$ cat src/rtl/ddr3_init_pkg.sv
package ddr3_init_pkg;

  typedef enum logic [3:0] {
    ST_IDLE = 4'd0,
    ST_RST  = 4'd1,
    ST_CKE  = 4'd2,
    ST_MR2  = 4'd3,
    ST_G2   = 4'd4,
    ST_MR3  = 4'd5,
    ST_G3   = 4'd6,
    ST_MR1  = 4'd7,
    ST_G1   = 4'd8,
    ST_MR0  = 4'd9,
    ST_WMOD = 4'd10,
    ST_ZQ   = 4'd11,
    ST_WZQ  = 4'd12,
    ST_DONE = 4'd13
  } step_t;

  // control word bit positions (active-high word)
  localparam int CTL_SEL  = 0;
  localparam int CTL_CKE  = 1;
  localparam int CTL_ODT  = 2;
  localparam int CTL_RSTN = 3;

  // command strobe bit positions (active-high, inverted at the pins)
  localparam int CMD_CS  = 0;
  localparam int CMD_WE  = 1;
  localparam int CMD_CAS = 2;
  localparam int CMD_RAS = 3;

  localparam logic [3:0] CMD_NOP  = 4'b0000;
  localparam logic [3:0] CMD_MRS  = 4'b1111;
  localparam logic [3:0] CMD_ZQCL = 4'b0011;

  localparam logic [15:0] MR0_VAL = 16'h0920;
  localparam logic [15:0] MR1_VAL = 16'h0006;
  localparam logic [15:0] MR2_VAL = 16'h0200;
  localparam logic [15:0] MR3_VAL = 16'h0000;
  localparam logic [15:0] ZQ_ADDR = 16'h0400;

endpackage

$ cat src/rtl/ddr3_init_timer.sv
module ddr3_init_timer #(
  parameter int CNT_W = 16
) (
  input  logic             clk,
  input  logic             rst_n,
  input  logic             load_i,
  input  logic [CNT_W-1:0] load_val_i,
  output logic             zero_o
);

  logic [CNT_W-1:0] cnt_q;
  logic [CNT_W-1:0] cnt_d;
  logic             cnt_en;

  assign zero_o = (cnt_q == '0);
  assign cnt_en = load_i || !zero_o;

  always_comb begin
    cnt_d = cnt_q;
    if (load_i)       cnt_d = load_val_i;
    else if (!zero_o) cnt_d = cnt_q - 1'b1;
  end

  always_ff @(posedge clk or negedge rst_n) begin
    if (!rst_n)      cnt_q <= '0;
    else if (cnt_en) cnt_q <= cnt_d;
  end

  // an idle counter stays idle until reloaded (feeds the wait lengths of R3-R7)
  p_timer_rest_r4: assert property (@(posedge clk) disable iff (!rst_n)
    (zero_o && !load_i) |=> zero_o);

endmodule

$ cat src/rtl/ddr3_init_fsm.sv
module ddr3_init_fsm
  import ddr3_init_pkg::*;
#(
  parameter int T_RST = 50000,
  parameter int T_CKE = 10000,
  parameter int T_MRD = 4,
  parameter int T_MOD = 200,
  parameter int T_ZQ  = 200,
  parameter int CNT_W = 16
) (
  input  logic             clk,
  input  logic             rst_n,
  input  logic             start_i,
  input  logic             tmr_zero_i,
  output step_t            step_o,
  output logic             tmr_load_o,
  output logic [CNT_W-1:0] tmr_val_o
);

  step_t st_q;
  step_t st_d;

  always_comb begin
    st_d = st_q;
    unique case (st_q)
      ST_IDLE: if (start_i)    st_d = ST_RST;
      ST_RST:  if (tmr_zero_i) st_d = ST_CKE;
      ST_CKE:  if (tmr_zero_i) st_d = ST_MR2;
      ST_MR2:                  st_d = ST_G2;
      ST_G2:   if (tmr_zero_i) st_d = ST_MR3;
      ST_MR3:                  st_d = ST_G3;
      ST_G3:   if (tmr_zero_i) st_d = ST_MR1;
      ST_MR1:                  st_d = ST_G1;
      ST_G1:   if (tmr_zero_i) st_d = ST_MR0;
      ST_MR0:                  st_d = ST_WMOD;
      ST_WMOD: if (tmr_zero_i) st_d = ST_ZQ;
      ST_ZQ:                   st_d = ST_WZQ;
      ST_WZQ:  if (tmr_zero_i) st_d = ST_DONE;
      ST_DONE:                 st_d = ST_DONE;
      default:                 st_d = ST_IDLE;
    endcase
  end

  // load the wait counter on entry to a timed step; the step lasts exactly T cycles
  always_comb begin
    tmr_val_o = '0;
    unique case (st_d)
      ST_RST:              tmr_val_o = CNT_W'(T_RST - 1);
      ST_CKE:              tmr_val_o = CNT_W'(T_CKE - 1);
      ST_G2, ST_G3, ST_G1: tmr_val_o = CNT_W'(T_MRD - 1);
      ST_WMOD:             tmr_val_o = CNT_W'(T_MOD - 1);
      ST_WZQ:              tmr_val_o = CNT_W'(T_ZQ - 1);
      default:             tmr_val_o = '0;
    endcase
  end

  assign tmr_load_o = (st_d != st_q);

  always_ff @(posedge clk or negedge rst_n) begin
    if (!rst_n) st_q <= ST_IDLE;
    else        st_q <= st_d;
  end

  assign step_o = st_q;

  logic in_wait;
  assign in_wait = (st_q == ST_RST) || (st_q == ST_CKE) || (st_q == ST_G2) ||
                   (st_q == ST_G3)  || (st_q == ST_G1)  || (st_q == ST_WMOD) ||
                   (st_q == ST_WZQ);

  p_idle_start_r2: assert property (@(posedge clk) disable iff (!rst_n)
    (st_q == ST_IDLE && start_i) |=> (st_q == ST_RST));

  p_wait_holds_r3: assert property (@(posedge clk) disable iff (!rst_n)
    (in_wait && !tmr_zero_i) |=> (st_q == $past(st_q)));

  p_done_final_r8: assert property (@(posedge clk) disable iff (!rst_n)
    (st_q == ST_DONE) |=> (st_q == ST_DONE));

endmodule

$ cat src/rtl/ddr3_init_drive.sv
module ddr3_init_drive
  import ddr3_init_pkg::*;
#(
  parameter int ADDR_W = 14,
  parameter int BANK_W = 3
) (
  input  step_t              step_i,
  output logic [3:0]         ctl_o,
  output logic [3:0]         cmd_o,
  output logic [BANK_W-1:0]  bank_o,
  output logic [ADDR_W-1:0]  addr_o
);

  localparam logic [3:0] CTL_OFF  = 4'b0000;
  localparam logic [3:0] CTL_REL  = (4'b1 << CTL_RSTN) | (4'b1 << CTL_ODT);
  localparam logic [3:0] CTL_OWN  = CTL_REL | (4'b1 << CTL_CKE);
  localparam logic [3:0] CTL_HAND = (4'b1 << CTL_SEL);

  always_comb begin
    ctl_o  = CTL_OWN;
    cmd_o  = CMD_NOP;
    bank_o = '0;
    addr_o = '0;
    unique case (step_i)
      ST_IDLE: ctl_o = CTL_OFF;
      ST_RST:  ctl_o = CTL_REL;
      ST_MR2: begin
        cmd_o  = CMD_MRS;
        bank_o = BANK_W'(2);
        addr_o = ADDR_W'(MR2_VAL);
      end
      ST_MR3: begin
        cmd_o  = CMD_MRS;
        bank_o = BANK_W'(3);
        addr_o = ADDR_W'(MR3_VAL);
      end
      ST_MR1: begin
        cmd_o  = CMD_MRS;
        bank_o = BANK_W'(1);
        addr_o = ADDR_W'(MR1_VAL);
      end
      ST_MR0: begin
        cmd_o  = CMD_MRS;
        bank_o = BANK_W'(0);
        addr_o = ADDR_W'(MR0_VAL);
      end
      ST_ZQ: begin
        cmd_o  = CMD_ZQCL;
        addr_o = ADDR_W'(ZQ_ADDR);
      end
      ST_DONE: ctl_o = CTL_HAND;
      default: ctl_o = CTL_OWN;
    endcase
  end

endmodule

$ cat src/rtl/ddr3_init_seq.sv
module ddr3_init_seq
  import ddr3_init_pkg::*;
#(
  parameter int T_RST  = 50000,
  parameter int T_CKE  = 10000,
  parameter int T_MRD  = 4,
  parameter int T_MOD  = 200,
  parameter int T_ZQ   = 200,
  parameter int ADDR_W = 14,
  parameter int BANK_W = 3
) (
  input  logic              clk,
  input  logic              rst_n,
  input  logic              start_i,
  output logic              cke_o,
  output logic              odt_o,
  output logic              mem_rst_n_o,
  output logic              sel_o,
  output logic              cs_n_o,
  output logic              ras_n_o,
  output logic              cas_n_o,
  output logic              we_n_o,
  output logic [BANK_W-1:0] bank_o,
  output logic [ADDR_W-1:0] addr_o,
  output logic              done_o
);

  localparam int T_A   = (T_RST > T_CKE) ? T_RST : T_CKE;
  localparam int T_B   = (T_MOD > T_ZQ)  ? T_MOD : T_ZQ;
  localparam int T_C   = (T_A > T_B) ? T_A : T_B;
  localparam int T_MAX = (T_C > T_MRD) ? T_C : T_MRD;
  localparam int CNT_W = (T_MAX > 2) ? $clog2(T_MAX) : 1;

  // reset: asynchronous assertion, synchronous release
  logic [1:0] rst_sync_q;
  logic       rst_int_n;

  always_ff @(posedge clk or negedge rst_n) begin
    if (!rst_n) rst_sync_q <= 2'b00;
    else        rst_sync_q <= {rst_sync_q[0], 1'b1};
  end
  assign rst_int_n = rst_sync_q[1];

  step_t             step;
  logic              tmr_load;
  logic [CNT_W-1:0]  tmr_val;
  logic              tmr_zero;
  logic [3:0]        ctl_c;
  logic [3:0]        cmd_c;
  logic [BANK_W-1:0] bank_c;
  logic [ADDR_W-1:0] addr_c;

  ddr3_init_fsm #(
    .T_RST(T_RST), .T_CKE(T_CKE), .T_MRD(T_MRD),
    .T_MOD(T_MOD), .T_ZQ(T_ZQ), .CNT_W(CNT_W)
  ) u_fsm (
    .clk        (clk),
    .rst_n      (rst_int_n),
    .start_i    (start_i),
    .tmr_zero_i (tmr_zero),
    .step_o     (step),
    .tmr_load_o (tmr_load),
    .tmr_val_o  (tmr_val)
  );

  ddr3_init_timer #(.CNT_W(CNT_W)) u_timer (
    .clk        (clk),
    .rst_n      (rst_int_n),
    .load_i     (tmr_load),
    .load_val_i (tmr_val),
    .zero_o     (tmr_zero)
  );

  ddr3_init_drive #(.ADDR_W(ADDR_W), .BANK_W(BANK_W)) u_drive (
    .step_i (step),
    .ctl_o  (ctl_c),
    .cmd_o  (cmd_c),
    .bank_o (bank_c),
    .addr_o (addr_c)
  );

  // registered pins; reset values are the idle state
  logic [3:0]        ctl_q;
  logic [3:0]        cmd_q;
  logic [BANK_W-1:0] bank_q;
  logic [ADDR_W-1:0] addr_q;
  logic              done_q;
  logic              done_d;

  assign done_d = (step == ST_DONE);

  always_ff @(posedge clk or negedge rst_int_n) begin
    if (!rst_int_n) begin
      ctl_q  <= '0;
      cmd_q  <= CMD_NOP;
      bank_q <= '0;
      addr_q <= '0;
      done_q <= 1'b0;
    end else begin
      ctl_q  <= ctl_c;
      cmd_q  <= cmd_c;
      bank_q <= bank_c;
      addr_q <= addr_c;
      done_q <= done_d;
    end
  end

  assign sel_o       = ctl_q[CTL_SEL];
  assign cke_o       = ctl_q[CTL_CKE];
  assign odt_o       = ctl_q[CTL_ODT];
  assign mem_rst_n_o = ctl_q[CTL_RSTN];
  assign cs_n_o      = ~cmd_q[CMD_CS];
  assign we_n_o      = ~cmd_q[CMD_WE];
  assign cas_n_o     = ~cmd_q[CMD_CAS];
  assign ras_n_o     = ~cmd_q[CMD_RAS];
  assign bank_o      = bank_q;
  assign addr_o      = addr_q;
  assign done_o      = done_q;

  logic mrs_pins;
  assign mrs_pins = !cs_n_o && !ras_n_o && !cas_n_o && !we_n_o;

  p_mrs_single_r5: assert property (@(posedge clk) disable iff (!rst_int_n)
    mrs_pins |=> !mrs_pins);

  p_cke_under_rst_r9: assert property (@(posedge clk) disable iff (!rst_int_n)
    cke_o |-> mem_rst_n_o);

  p_cmd_needs_cke_r9: assert property (@(posedge clk) disable iff (!rst_int_n)
    !cs_n_o |-> cke_o);

  p_done_sticky_r8: assert property (@(posedge clk) disable iff (!rst_int_n)
    done_o |=> (done_o && sel_o));

  p_handoff_r7: assert property (@(posedge clk) disable iff (!rst_int_n)
    $rose(done_o) |-> (sel_o && !cke_o && !odt_o && !mem_rst_n_o && cs_n_o));

endmodule

$ cat config.mk
export PLATFORM = sky130hd
export DESIGN_NAME = ddr3_init_seq
export DESIGN_NICKNAME = d
export VERILOG_FILES = /design/src/rtl/ddr3_init_pkg.sv /design/src/rtl/ddr3_init_timer.sv /design/src/rtl/ddr3_init_fsm.sv /design/src/rtl/ddr3_init_drive.sv /design/src/rtl/ddr3_init_seq.sv
export SDC_FILE = /design/constraint.sdc
export NUM_CORES = 1
export LEC_CHECK = 0
export ABC_AREA = 1
export BUFFER_PORTS_ARGS = -buffer_cell sky130_fd_sc_hd__buf_2
export CORE_ASPECT_RATIO = 1.1
export CORE_MARGIN = 2
export CORE_UTILIZATION = 45
export DETAILED_ROUTE_END_ITERATION = 10
export PLACE_DENSITY_LB_ADDON = 0.1
export SLEW_MARGIN = 20
export SYNTH_ARGS = -nofsm -noshare
export SYNTH_HDL_FRONTEND = slang
export SYNTH_HIERARCHICAL = 1
export SYNTH_SLANG_ARGS = --single-unit
$ cat constraint.sdc
create_clock -name clk -period 3.9 [get_ports clk]
set_input_delay 0.39 -clock clk [delete_from_list [all_inputs] [get_ports clk]]
set_output_delay 0.39 -clock clk [all_outputs]
set_load 0.005 [all_outputs]
After elaboration in Yosys (flattened, before gate mapping)
Cells that the tools add are included.
{"block": "op_classes", "addsub": 1, "n_eq_ne": 22, "muxes": 16, "n_bitwise": 4, "n_reduce_logical": 8}
{"operator": "one-hot mux 16 bit (4 select lines)", "n": 1}
{"operator": "one-hot mux 4 bit (14 select lines)", "n": 1}
{"operator": "one-hot mux 12 bit (4 select lines)", "n": 1}
{"operator": "== test 4 bit (second input constant)", "n": 9}
{"operator": "two-way mux 16 bit", "n": 2}
{"operator": "two-way mux 4 bit", "n": 8}
{"operator": "== test 4 x 3 -> 1 bit (second input constant)", "n": 6}
{"operator": "zero test 16 bit", "n": 1}
{"operator": "subtractor 16 x 1 -> 16 bit (second input constant)", "n": 1}
{"operator": "== test 4 x 2 -> 1 bit (second input constant)", "n": 3}
{"operator": "one-hot mux 4 bit (3 select lines)", "n": 1}
{"operator": "== test 4 x 1 -> 1 bit (second input constant)", "n": 2}
{"operator": "one-hot mux 4 bit (2 select lines)", "n": 1}
{"operator": "one-hot mux 2 bit (3 select lines)", "n": 1}
{"operator": "zero test 4 bit", "n": 1}
{"operator": "!= test 4 bit", "n": 1}
{"operator": "NOT 1 bit", "n": 4}
{"operator": "OR reduction 4 bit", "n": 1}
{"operator": "OR reduction 3 bit", "n": 1}
{"operator": "!= test 2 x 1 -> 1 bit (second input constant)", "n": 1}
{"operator": "AND reduction 2 bit", "n": 1}
{"operator": "OR reduction 2 bit", "n": 1}
{"operator": "zero test 1 bit", "n": 1}
{"operator": "logical OR 1 bit", "n": 1}
{"block": "totals", "reg_bits": 48, "inputBits": 3, "out_inout_bits": 26, "elab_cells": 59}

Logic depth before layout (Yosys ltp)
{"block": "depth", "ltp_word": 7, "depth_mapped": 20, "ltp_nobuf": 19}

By module
The synthesis kept the hierarchy.
{"module": "ddr3_init_timer", "instances": 1, "cells_each": 169, "area_each_um2": 1142.3, "seq_area_each_um2": 400.4}
{"module": "ddr3_init_seq", "instances": 1, "cells_each": 37, "area_each_um2": 737.0, "seq_area_each_um2": 700.7}
{"module": "ddr3_init_fsm", "instances": 1, "cells_each": 79, "area_each_um2": 471.7, "seq_area_each_um2": 100.1}
{"module": "ddr3_init_drive", "instances": 1, "cells_each": 43, "area_each_um2": 225.2, "seq_area_each_um2": 0.0}

Worst setup path before layout
Ideal clock, no wire load.
{"block": "synth_timing", "kind": "reg2reg", "from": "reg u_timer.cnt_q[0]", "to": "reg u_timer.cnt_q[4]", "setup_ns": 0.063, "arrival_ns": 2.389, "t_required_ns": 3.837, "setup_slack_ns": 1.448, "stages_incl_launch_ff": 19, "path_buffers": 2, "synth_period_minus_slack_ns": 2.452, "cell_sequence": "dfrtp_1 inv_1 ha_1 nand3_2 nor2_2 nand3_4 inv_1 inv_1 nand2_1 nand2_1 nor2_1 nand3_2 nand2_1 nand3b_1 buf_2 buf_2 o21ai_0 nand2_1 inv_1"}
{"block": "synth_via", "elab_chain_len": 6, "elab_cells_between_ends": 17, "cone_classes": "add/sub: 1; eq/ne: 2; mux: 10; reduce/logical: 4"}
{"item": "start: declaration", "line_no": "ddr3_init_timer.sv:11", "text": "logic [CNT_W-1:0] cnt_q;"}
{"item": "start signal: assignment", "line_no": "ddr3_init_timer.sv:26", "text": "else if (cnt_en) cnt_q <= cnt_d;"}
{"item": "zero test 16 bit (*)", "line_no": "ddr3_init_timer.sv:15", "text": "assign zero_o = (cnt_q == '0);"}
{"item": "named net tmr_zero", "line_no": "ddr3_init_seq.sv:47", "text": "logic tmr_zero;"}
{"item": "two-way mux 4 bit (tied with other cells)", "line_no": "ddr3_init_fsm.sv:38", "text": "ST_WZQ: if (tmr_zero_i) st_d = ST_DONE;"}
{"item": "one-hot mux 4 bit (14 select lines) (*)", "line_no": "ddr3_init_fsm.sv:25", "text": "unique case (st_q)"}
{"item": "!= test 4 bit (*)", "line_no": "ddr3_init_fsm.sv:57", "text": "assign tmr_load_o = (st_d != st_q);"}
{"item": "named net tmr_load", "line_no": "ddr3_init_seq.sv:45", "text": "logic tmr_load;"}
{"item": "!= test 2 x 1 -> 1 bit (no line) or logical OR 1 bit (tied branches)"}
{"item": "AND reduction 2 bit (no line)"}
Mark *: on every way through the listed nets, which the timed path passes. The rest lies on a longest branch. The select of a mux whose other input is x is not followed.
A chain may end at the register's enable or synchronous reset.

Final worst setup path
{"block": "layout_timing", "from": "reg u_timer.cnt_q[0]", "to": "reg u_timer.cnt_q[0]"}
Same word-level chain as after synthesis.

==> run_results.csv <==
group,metric,value,unit
drt,wl,4.50,mm
critical_path,critical_path.top_delay_family,"simple AND/OR/NAND/NOR gates",
cts,clk_root_buffer_cell,"sky130_fd_sc_hd__clkbuf_8",
drt,drtAntennaViolNets,0,
final_layout,ff_latch_area,1200,um^2
sta,period_needed,3030,ps
final_layout,final-instance-count-excl-fill,425,
global_route,first_global_vias,1796,
synth,yosys.area.top_type,"sky130_fd_sc_hd__dfrtp_1",
critical_path,timing.critical_path.slowest_stage_cell,"sky130_fd_sc_hd__dfrtp_1",
critical_path,crit_required,4080,ps
final_layout,design.final.nets,353,
critical_path,timing.critical_path.fanout_max,20,
floorplan,die-width,76.1,um
floorplan,ios,29,
power_and_ir_drop,power.clock.fraction,0.250,
placement,detailed_place_hpwl,3.40,mm
drt,met2_length,2.09,mm
sta,maximum_clock_skew_at_final_layout,9.28,ps
drt,drt_drc_violations_left,0,
final_layout,layout.core_utilization,0.511,
drt,detail_route.first_pass.iterations,4,
critical_path,worstPathBufferInverterCount,5,
global_route,grt.overflow.total,0,
synth,netlist-cell-type-count,26,
global_route,grtUsageTotal,0.153,
final_layout,synthToLayoutAreaGrowth,8.50,%
sta,final_min_period_over_clock_period,0.777,
sta,setup_violations,0,
run,cap_viol_max_count,0,
power_and_ir_drop,power_per_cell_area,518,nW/um^2
sta,final-hold-violation-count,0,
run_status,run_status,"completed",
final_layout,multi_input_area,1030,um^2
global_route,antenna_found_initial,0,
placement,gp_congestion,0.845,
sta,slew_headroom,0.617,
power_and_ir_drop,intPower,930,uW
drt,wire_per_inst,10.6,um
final_layout,layout.cells.most_common,"sky130_fd_sc_hd__nand2_1",
drt,amount_of_wire_on_met3_after_detailed_routing,161,um
sta,finalSetupTns,0,ps
synth,synth_largest_type_area_fraction,0.466,
final_layout,diodes,0,
floorplan,design.core.area,5470,um^2
floorplan,row_count,28,
synth,ys_seq_elements,48,
power_and_ir_drop,power_frac_comb,0.282,
cts,post_cts_resized,0,
floorplan,die_area,6350,um^2
global_route,grt_max_degree,47,
critical_path,arrival,3210,ps
drt,detailroute.via_count,1874,
critical_path,cp-start-kind,"flop",
sta,drv_slew,0,
synth,synth-warning-count,6,
placement,port-buffer-count,28,
critical_path,critical_path.cell_chain,"inv_1 > ha_1 > nand3_2 > nor2_2 > nand3_4 > inv_1 > inv_1 > nand2_1 > nand2_1 > nor2_1 > nand3_2 > nand2_1 > nand3b_1 > buf_4 > inv_1 > nand3_2 > nand2_1 > o21ai_1",
critical_path,worst-r2r-setup-slack,870,ps
cts,cts_tree,"built",
synth,mappedNetlistArea,2580,um^2
synth,synthesis.area_per_instance,7.85,um^2
synth,ys_seq_area_frac,0.466,
cts,h-tree-depth,2,
floorplan,die_h,83.4,um
cts,number_of_buffers_inserted_during_clock_tree_synthesis,5,
sta,max_slew.worst_pin.slew,574,ps
drt,routed_via_density,4.41,
cts,worst_skew_pair.late_latency,300,ps
sta,clock.fmax,330,MHz
final_layout,layout_common_cells,"sky130_fd_sc_hd__nand2_1 (96), sky130_fd_sc_hd__inv_1 (51), sky130_fd_sc_hd__dfrtp_1 (47), sky130_fd_sc_hd__nor2_1 (29), sky130_fd_sc_hd__buf_2 (28)",
critical_path,timing.critical_path.slowest_cell_delay,410,ps
critical_path,critical_path.endpoint_type,"flop",
sta,rsz0062_at_grt,"no",
sta,hold-worst-slack,332,ps
cts,cts.clk_slew.worst_paths,90,ps
final_layout,post_route_cells_drive_above_1_share,0.189,
hold_path,min-delay-path-class,"flop to async pin",
synth,syn-instance-count,328,
synth,synthTopCellsByArea,"sky130_fd_sc_hd__dfrtp_1 (47%), sky130_fd_sc_hd__nand2_1 (14%), sky130_fd_sc_hd__inv_1 (7.4%)",
power_and_ir_drop,finalPower,1.45,mW
cts,clock_tree.buffer_depth,2,
power_and_ir_drop,power_frac_seq,0.468,
cts,cts_num_sinks,48,
power_and_ir_drop,maximum_vdd_ir_drop,238,uV
global_route,global_route_wire_length_before_repair,7.92,mm
placement,dp.cells,416,
drt,detailedRoute.firstIterationViolations,90,
power_and_ir_drop,power.switching,519,uW
final_layout,filler_cell_count,540,
drt,highest-signal-layer,"met4",
power_and_ir_drop,power_switching_share,0.358,
critical_path,timing.setup.critical_path_class,"flop to flop",
drt,met1Wirelength,2.18,mm
floorplan,initial_core_util,0.471,
power_and_ir_drop,total_leakage_power,1.52,nW
==> sequential cells by signal, summed over array words and instances (netlist names) <==
signal	flops
ctl_q	4
rst_sync_q	2
bank_o	3
addr_o	14
u_fsm/step_o	4
u_timer/cnt_q	16
cmd_q	4
done_o	1
==> power groups by stage <==
stage | Sequential, mW | Clock, mW | Combinational (mW)
final | 0.678 | 0.362 | 0.409
after global routing | 0.692 | 0.396 | 0.490
after CTS | 0.678 | 0.375 | 0.412
after detailed placement | 0.688 | 0 | 0.409
after global placement | 0.685 | 0 | 0.415
after floorplan | 0.665 | 0 | 0.344
==> layer usage <==
layer | vias to the layer above | track usage
met5 | - | 0
met4 | 0 | 0.0529
met3 | 8 | 0.0304
met2 | 41 | 0.252
met1 | 829 | 0.204
li1 | 996 | -
==> cell families after synthesis <==
family / Yosys count / share of synthesized area
AOI/OAI and AO/OA: 17 / 0.0389
xor gates and xnor gates: 6 / 0.0204
adders and majority gates: 1 / 0.00486
buffers and inverters: 78 / 0.150
DFF: 48 / 0.466
other: 3 / 0.00437
and+or+nand+nor: 175 / 0.316
==> per-stage QoR <==
step / instance area (um^2) / setup WS [ps]
after floorplan: 2610 / 1450
after global placement: 2670 / 1000
after detailed placement: 2670 / 908
after CTS: 2790 / 882
after global routing: 2800 / 519
final: 2800 / 870
==> cell usage after synthesis, drive strengths merged <==
cell type  count
nand3         23
conb           3
xnor2          3
nand2        103
o21bai         3
nor3           1
xor2           3
nand3b         3
o21ai         12
or2            1
dfrtp         48
ha             1
nand4          4
inv           52
a21oi          2
buf           26
nor2          40
==> path summary, 6_finish.rpt <==
| kind | from | endpoint | cells after the start |
|---|---|---|---|
| worst max-delay path | u_timer/cnt_q[0] | u_timer/cnt_q[0] | 18 |
| min in group clk | rst_sync_q[0] | rst_sync_q[1] | 0 |
| worst min register to register | rst_sync_q[1] | bank_o[2] | 0 |
| worst min-delay path | rst_sync_q[1] | bank_o[2] | 0 |
| worst max register to register | u_timer/cnt_q[0] | u_timer/cnt_q[0] | 18 |
| max in group asynchronous | rst_sync_q[1] | u_timer/cnt_q[15] | 0 |
==> final cells by class <==
type | count | share of cell area
clock buffers | 5 | 0.0246
clock inverters | 3 | 0.0170
inverters | 52 | 0.0698
multi-input cells | 212 | 0.368
flip-flops and latches | 48 | 0.431
well taps | 75 | 0.0336
repair buffers | 30 | 0.0564
==> repair_timing <==
action                     4_1_cts  5_1_grt
hold buffers                     1        0
setup endpoints to repair        0        0
buffers inserted                 0        0
hold endpoints to repair         2        0
No activity file was read; power rests on OpenSTA's default activity.
